**src/rtl/adc_pair_scan.sv**
```systemverilog
module adc_pair_scan #(
  parameter int RES_W  = 10,
  parameter int TRIG_N = 16,
  localparam int SEL_W = $clog2(TRIG_N)
) (
  input  logic             clk,
  input  logic             rst_n,
  input  logic             sw_start,
  input  logic             sw_halt,
  input  logic [2:0]       ch_sel,
  input  logic             cont_mode,
  input  logic [SEL_W-1:0] trig_sel0,
  input  logic [SEL_W-1:0] trig_sel1,
  input  logic [TRIG_N-1:0] trig_in,
  input  logic             irq_en,
  input  logic             flag_clr,
  output logic             conv_start,
  output logic [1:0]       conv_ch,
  input  logic             conv_done,
  input  logic [RES_W-1:0] conv_data,
  output logic [RES_W-1:0] data_ch0,
  output logic [RES_W-1:0] data_ch1,
  output logic [RES_W-1:0] data_ch2,
  output logic [RES_W-1:0] data_ch3,
  output logic             eos_flag,
  output logic             irq
);

  typedef enum logic [1:0] {S_IDLE, S_ISSUE, S_WAIT} st_t;

  st_t st;
  logic grp, idx, run_bit;
  logic [RES_W-1:0] dreg [4];

  wire hit0 = (trig_sel0 != '0) && trig_in[trig_sel0];
  wire hit1 = (trig_sel1 != '0) && trig_in[trig_sel1];
  wire req0 = hit0 | (sw_start & ~ch_sel[1]);
  wire req1 = hit1 | (sw_start &  ch_sel[1]);
  wire accept = (st == S_IDLE) && (req0 || req1);
  wire last_done = (st == S_WAIT) && conv_done && idx;
  wire keep = cont_mode & run_bit & ~sw_halt;

  assign conv_start = (st == S_ISSUE);
  assign conv_ch    = {grp, idx};
  assign data_ch0   = dreg[0];
  assign data_ch1   = dreg[1];
  assign data_ch2   = dreg[2];
  assign data_ch3   = dreg[3];
  assign irq        = eos_flag & irq_en;

  always_ff @(posedge clk or negedge rst_n) begin
    if (!rst_n) begin
      st  <= S_IDLE;
      grp <= 1'b0;
      idx <= 1'b0;
      for (int i = 0; i < 4; i++) dreg[i] <= '0;
    end else begin
      case (st)
        S_IDLE: if (accept) begin
          grp <= ~req0;
          idx <= 1'b0;
          st  <= S_ISSUE;
        end
        S_ISSUE: st <= S_WAIT;
        S_WAIT: if (conv_done) begin
          dreg[{grp, idx}] <= conv_data;
          if (!idx) begin
            idx <= 1'b1;
            st  <= S_ISSUE;
          end else begin
            idx <= 1'b0;
            st  <= keep ? S_ISSUE : S_IDLE;
          end
        end
        default: st <= S_IDLE;
      endcase
    end
  end

  always_ff @(posedge clk or negedge rst_n) begin
    if (!rst_n)                         run_bit <= 1'b0;
    else if (accept)                    run_bit <= 1'b1;
    else if (sw_halt || (last_done && !keep)) run_bit <= 1'b0;
  end

  always_ff @(posedge clk or negedge rst_n) begin
    if (!rst_n)         eos_flag <= 1'b0;
    else if (last_done) eos_flag <= 1'b1;
    else if (flag_clr)  eos_flag <= 1'b0;
  end

  assert_pulse_R4: assert property (@(posedge clk) disable iff (!rst_n)
    conv_start |=> !conv_start);

  assert_low_first_R4: assert property (@(posedge clk) disable iff (!rst_n)
    accept |=> (conv_start && !conv_ch[0]));

  assert_hold_g1_R10: assert property (@(posedge clk) disable iff (!rst_n)
    (st != S_IDLE && !grp) |=> ($stable(data_ch2) && $stable(data_ch3)));

  assert_hold_g0_R10: assert property (@(posedge clk) disable iff (!rst_n)
    (st != S_IDLE && grp) |=> ($stable(data_ch0) && $stable(data_ch1)));

  assert_set_cause_R8: assert property (@(posedge clk) disable iff (!rst_n)
    $rose(eos_flag) |-> $past(conv_done));

  assert_clear_R12: assert property (@(posedge clk) disable iff (!rst_n)
    (flag_clr && !last_done) |=> !eos_flag);

endmodule

```
**config.mk**
```make
export PLATFORM = sky130hd
export DESIGN_NAME = adc_pair_scan
export DESIGN_NICKNAME = d
export VERILOG_FILES = /design/src/rtl/adc_pair_scan.sv
export SDC_FILE = /design/constraint.sdc
export NUM_CORES = 1
export LEC_CHECK = 0
export CORE_UTILIZATION = 23
export CTS_CLUSTER_DIAMETER = 200
export CTS_CLUSTER_SIZE = 20
export DETAILED_ROUTE_END_ITERATION = 8
export GPL_TIMING_DRIVEN = 0
export PLACE_DENSITY = 0.47
export SYNTH_ARGS = -nofsm -noshare
export SYNTH_HDL_FRONTEND = slang
export SYNTH_SLANG_ARGS = --single-unit
```
**constraint.sdc**
```tcl
create_clock -name clk -period 3.4 [get_ports clk]
set_clock_uncertainty 0.05 [all_clocks]
set_input_delay 0.68 -clock clk [delete_from_list [all_inputs] [get_ports clk]]
set_output_delay 0.68 -clock clk [all_outputs]
set_load 0.02 [all_outputs]
```
==> impl_metrics.env <==
export IMPL_antenna_found_initial=0
export IMPL_num_vias=1553
export IMPL_crit_fanout=1
export IMPL_async_flop_share=1.00
export IMPL_vdd_drop_max_v=0.000240
export IMPL_cts_tree="done"
export IMPL_synth_top_cell_area_share=0.538
export IMPL_powerDensity_nw_per_um2=775
export IMPL_die_area_um2=9690
export IMPL_pwr_share_comb=0.450
export IMPL_htree_levels=2
export IMPL_drive_above_1_share=0.0980
export IMPL_ys_seq_elements=46
export IMPL_synth_distinct_cells=39
export IMPL_hold_path_class="primary input to asynchronous set/reset pin"
export IMPL_io_buffers=85
export IMPL_die_w_um=98.4
export IMPL_clock_latency_ps=300
export IMPL_grt_setup_unrepaired="false"
export IMPL_post_cts_resized=0
export IMPL_viasPerCell=4.40
export IMPL_num_nets_final=289
export IMPL_gr_total_overflow=0
export IMPL_p_seq_frac=0.353
export IMPL_postCtsSetupBuffers=0
export IMPL_grt_pass1_vias=1690
export IMPL_start_util=0.242
export IMPL_grt_pass1_wl_mm=8.69
export IMPL_fmax_mhz=388
export IMPL_power_switching_mw=0.853
export IMPL_worstMarginPinSlew_ps=1020
export IMPL_ant_nets=0
export IMPL_hold_buffers=0
export IMPL_path_clk_slew_ps=80
export IMPL_synth_seq_area_share=0.538
export IMPL_fill_cells=878
export IMPL_synth_ff_type="dfrtp_1"
export IMPL_slew_headroom=0.315
export IMPL_yosysWarnings=0
export IMPL_endpoint_kind="output pin"
export IMPL_drc=7
export IMPL_hold_viol=0
export IMPL_synthCells=151
export IMPL_netSwitchingFraction=0.335
export IMPL_drt_iter0_drc=74
export IMPL_wl_mm=5.26
export IMPL_area_delta_synth_final_pct=53.5
export IMPL_maxCapViolations=0
export IMPL_violations="DRC"
export IMPL_synth_edf_count=0
export IMPL_diodes=0
export IMPL_clockBufferDepth=2
export IMPL_crit_path_start_kind="primary input"
export IMPL_avgSynthCellArea_um2=14.2
export IMPL_p_int_mw=1.69
export IMPL_num_io_pins=90
export IMPL_rows=34
export IMPL_critPathArrivalTime_ps=1850
export IMPL_wl_per_cell_um=14.9
export IMPL_finalWeightedCongestion=0.677
export IMPL_grt_max_degree=32
export IMPL_crit_required_ps=2670
export IMPL_tns_ps=0
export IMPL_synth_area_leaders="dfrtp_1, mux2_1, mux4_2"
export IMPL_clock_sinks=46
export IMPL_dpl_hpwl_mm=3.99
export IMPL_coreArea_um2=8850
export IMPL_setup_viol=0
export IMPL_critical_path_class="primary input to output pin"
export IMPL_p_leak_nw=1.39
export IMPL_syn_nets=196
export IMPL_worst_slack_ps=823
export IMPL_first_pass_iters=8
export IMPL_period_share=0.758
export IMPL_yosysTopAreaCell="dfrtp_1"
export IMPL_die_h_um=98.4
export IMPL_finalCriticalPeriod_ps=2580
export IMPL_status="finished, violations left"
export IMPL_cts_root_buffer="clkbuf_8"
export IMPL_utilization=0.371
export IMPL_pre_cts_ws_ps=593
export IMPL_grt_util_all_layers=0.115
export IMPL_slew_violations=0
export IMPL_cts_buffers_inserted=5
export IMPL_clkPwrFrac=0.197
export IMPL_mappedNetlistArea_um2=2140
==> layout by cell type, fill, tap and decap left out, drive strengths merged, types with 2 or more instances in the layout <==
cell type,count
bufinv,2
or2,2
buf,7
a31oi,2
nand3b,2
o21ai,6
and2,2
inv,5
nand2,2
nor2b,5
nor2,2
dfrtp,46
clkbuf,7
mux2i,3
mux2,43
nand2b,3
mux4,5
clkdlybuf4s50,84
==> critical path, cell delays in order <==
cell and delay, ps:
clkdlybuf4s50_1 450, and2_1 120, clkdlybuf4s50_1 600
==> worst paths after layout <==
check,start,to,slack [ps],depth (start not counted)
min,rst_n,data_ch1[7],240,1
min reg2reg,data_ch0[9],data_ch0[9],440,1
max reg2reg,st[0],data_ch0[9],1390,3
max,irq_en,irq,820,3
min in group clk,data_ch0[9],data_ch0[9],440,1
max in group asynchronous,rst_n,eos_flag,2550,2
==> Yosys cell counts (3+ instances only) <==
| library cell | number |
|---|---|
| mux2_1 | 42 |
| mux4_2 | 3 |
| inv_1 | 4 |
| dfrtp_1 | 46 |
| nor2b_1 | 5 |
| nand2b_1 | 3 |
| mux2i_1 | 3 |
| o21ai_0 | 4 |
| buf_4 | 3 |
==> stage by stage <==
stage | power, mW | area (um2) | hold WS (ps) | instances
final | 2.54 | 3280 | 244 | 353
after global routing | 2.70 | 3280 | 265 | 353
after CTS | 2.58 | 3280 | 253 | 353
after detailed placement | 2.07 | 3140 | 425 | 345
after global placement | 2.06 | 3120 | 417 | 344
after floorplan | 1.48 | 2140 | 334 | 151
==> state kept, by name, indices dropped and copies added, names as in the netlist <==
register	flops
data_ch2	10
grp	1
data_ch3	10
idx	1
data_ch1	10
st	2
run_bit	1
eos_flag	1
data_ch0	10
==> cells by family (layout without fill, tap and decap cells) <==
| group | Yosys count | count (layout) | synth area share |
|---|---|---|---|
| muxes | 51 | 51 | 0.297 |
| buffers and inverters | 11 | 105 | 0.0257 |
| AOI/OAI and AO/OA | 19 | 19 | 0.0655 |
| DFF | 46 | 46 | 0.538 |
| and+or+nand+nor | 24 | 24 | 0.0737 |
==> metal layers <==
layer | global-route usage | routed length, um | part of all wire | vias to the layer above
met3 | 0.0362 | 466 | 0.089 | 6
met4 | 0.0344 | 63 | 0.012 | 0
li1 | - | - | - | 744
met2 | 0.177 | 2260 | 0.43 | 74
met5 | 0 | 0 | 0 | -
met1 | 0.156 | 2460 | 0.47 | 729
==> power groups by stage <==
stage | sequential [mW] | clock [mW] | combinational [mW]
after floorplan | 1.15 | 0 | 0.328
after global placement | 0.911 | 0 | 1.15
after detailed placement | 0.915 | 0 | 1.16
after CTS | 0.904 | 0.521 | 1.16
after global routing | 0.939 | 0.541 | 1.22
final | 0.899 | 0.501 | 1.14
==> area by class of cell <==
| cell class | count | area, um2 | share of cell area |
|---|---|---|---|
| Sequential cell | 46 | 1150 | 0.351 |
| Multi-Input combinational cell | 94 | 932 | 0.284 |
| Timing Repair Buffer | 86 | 866 | 0.264 |
| Tap cell | 108 | 135 | 0.0412 |
| Clock buffer | 6 | 82.6 | 0.0252 |
| Clock inverter | 2 | 60.1 | 0.0183 |
| Buffer | 6 | 36.3 | 0.0111 |
| Inverter | 5 | 18.8 | 0.00572 |
(Power assumes the default switching activity.)
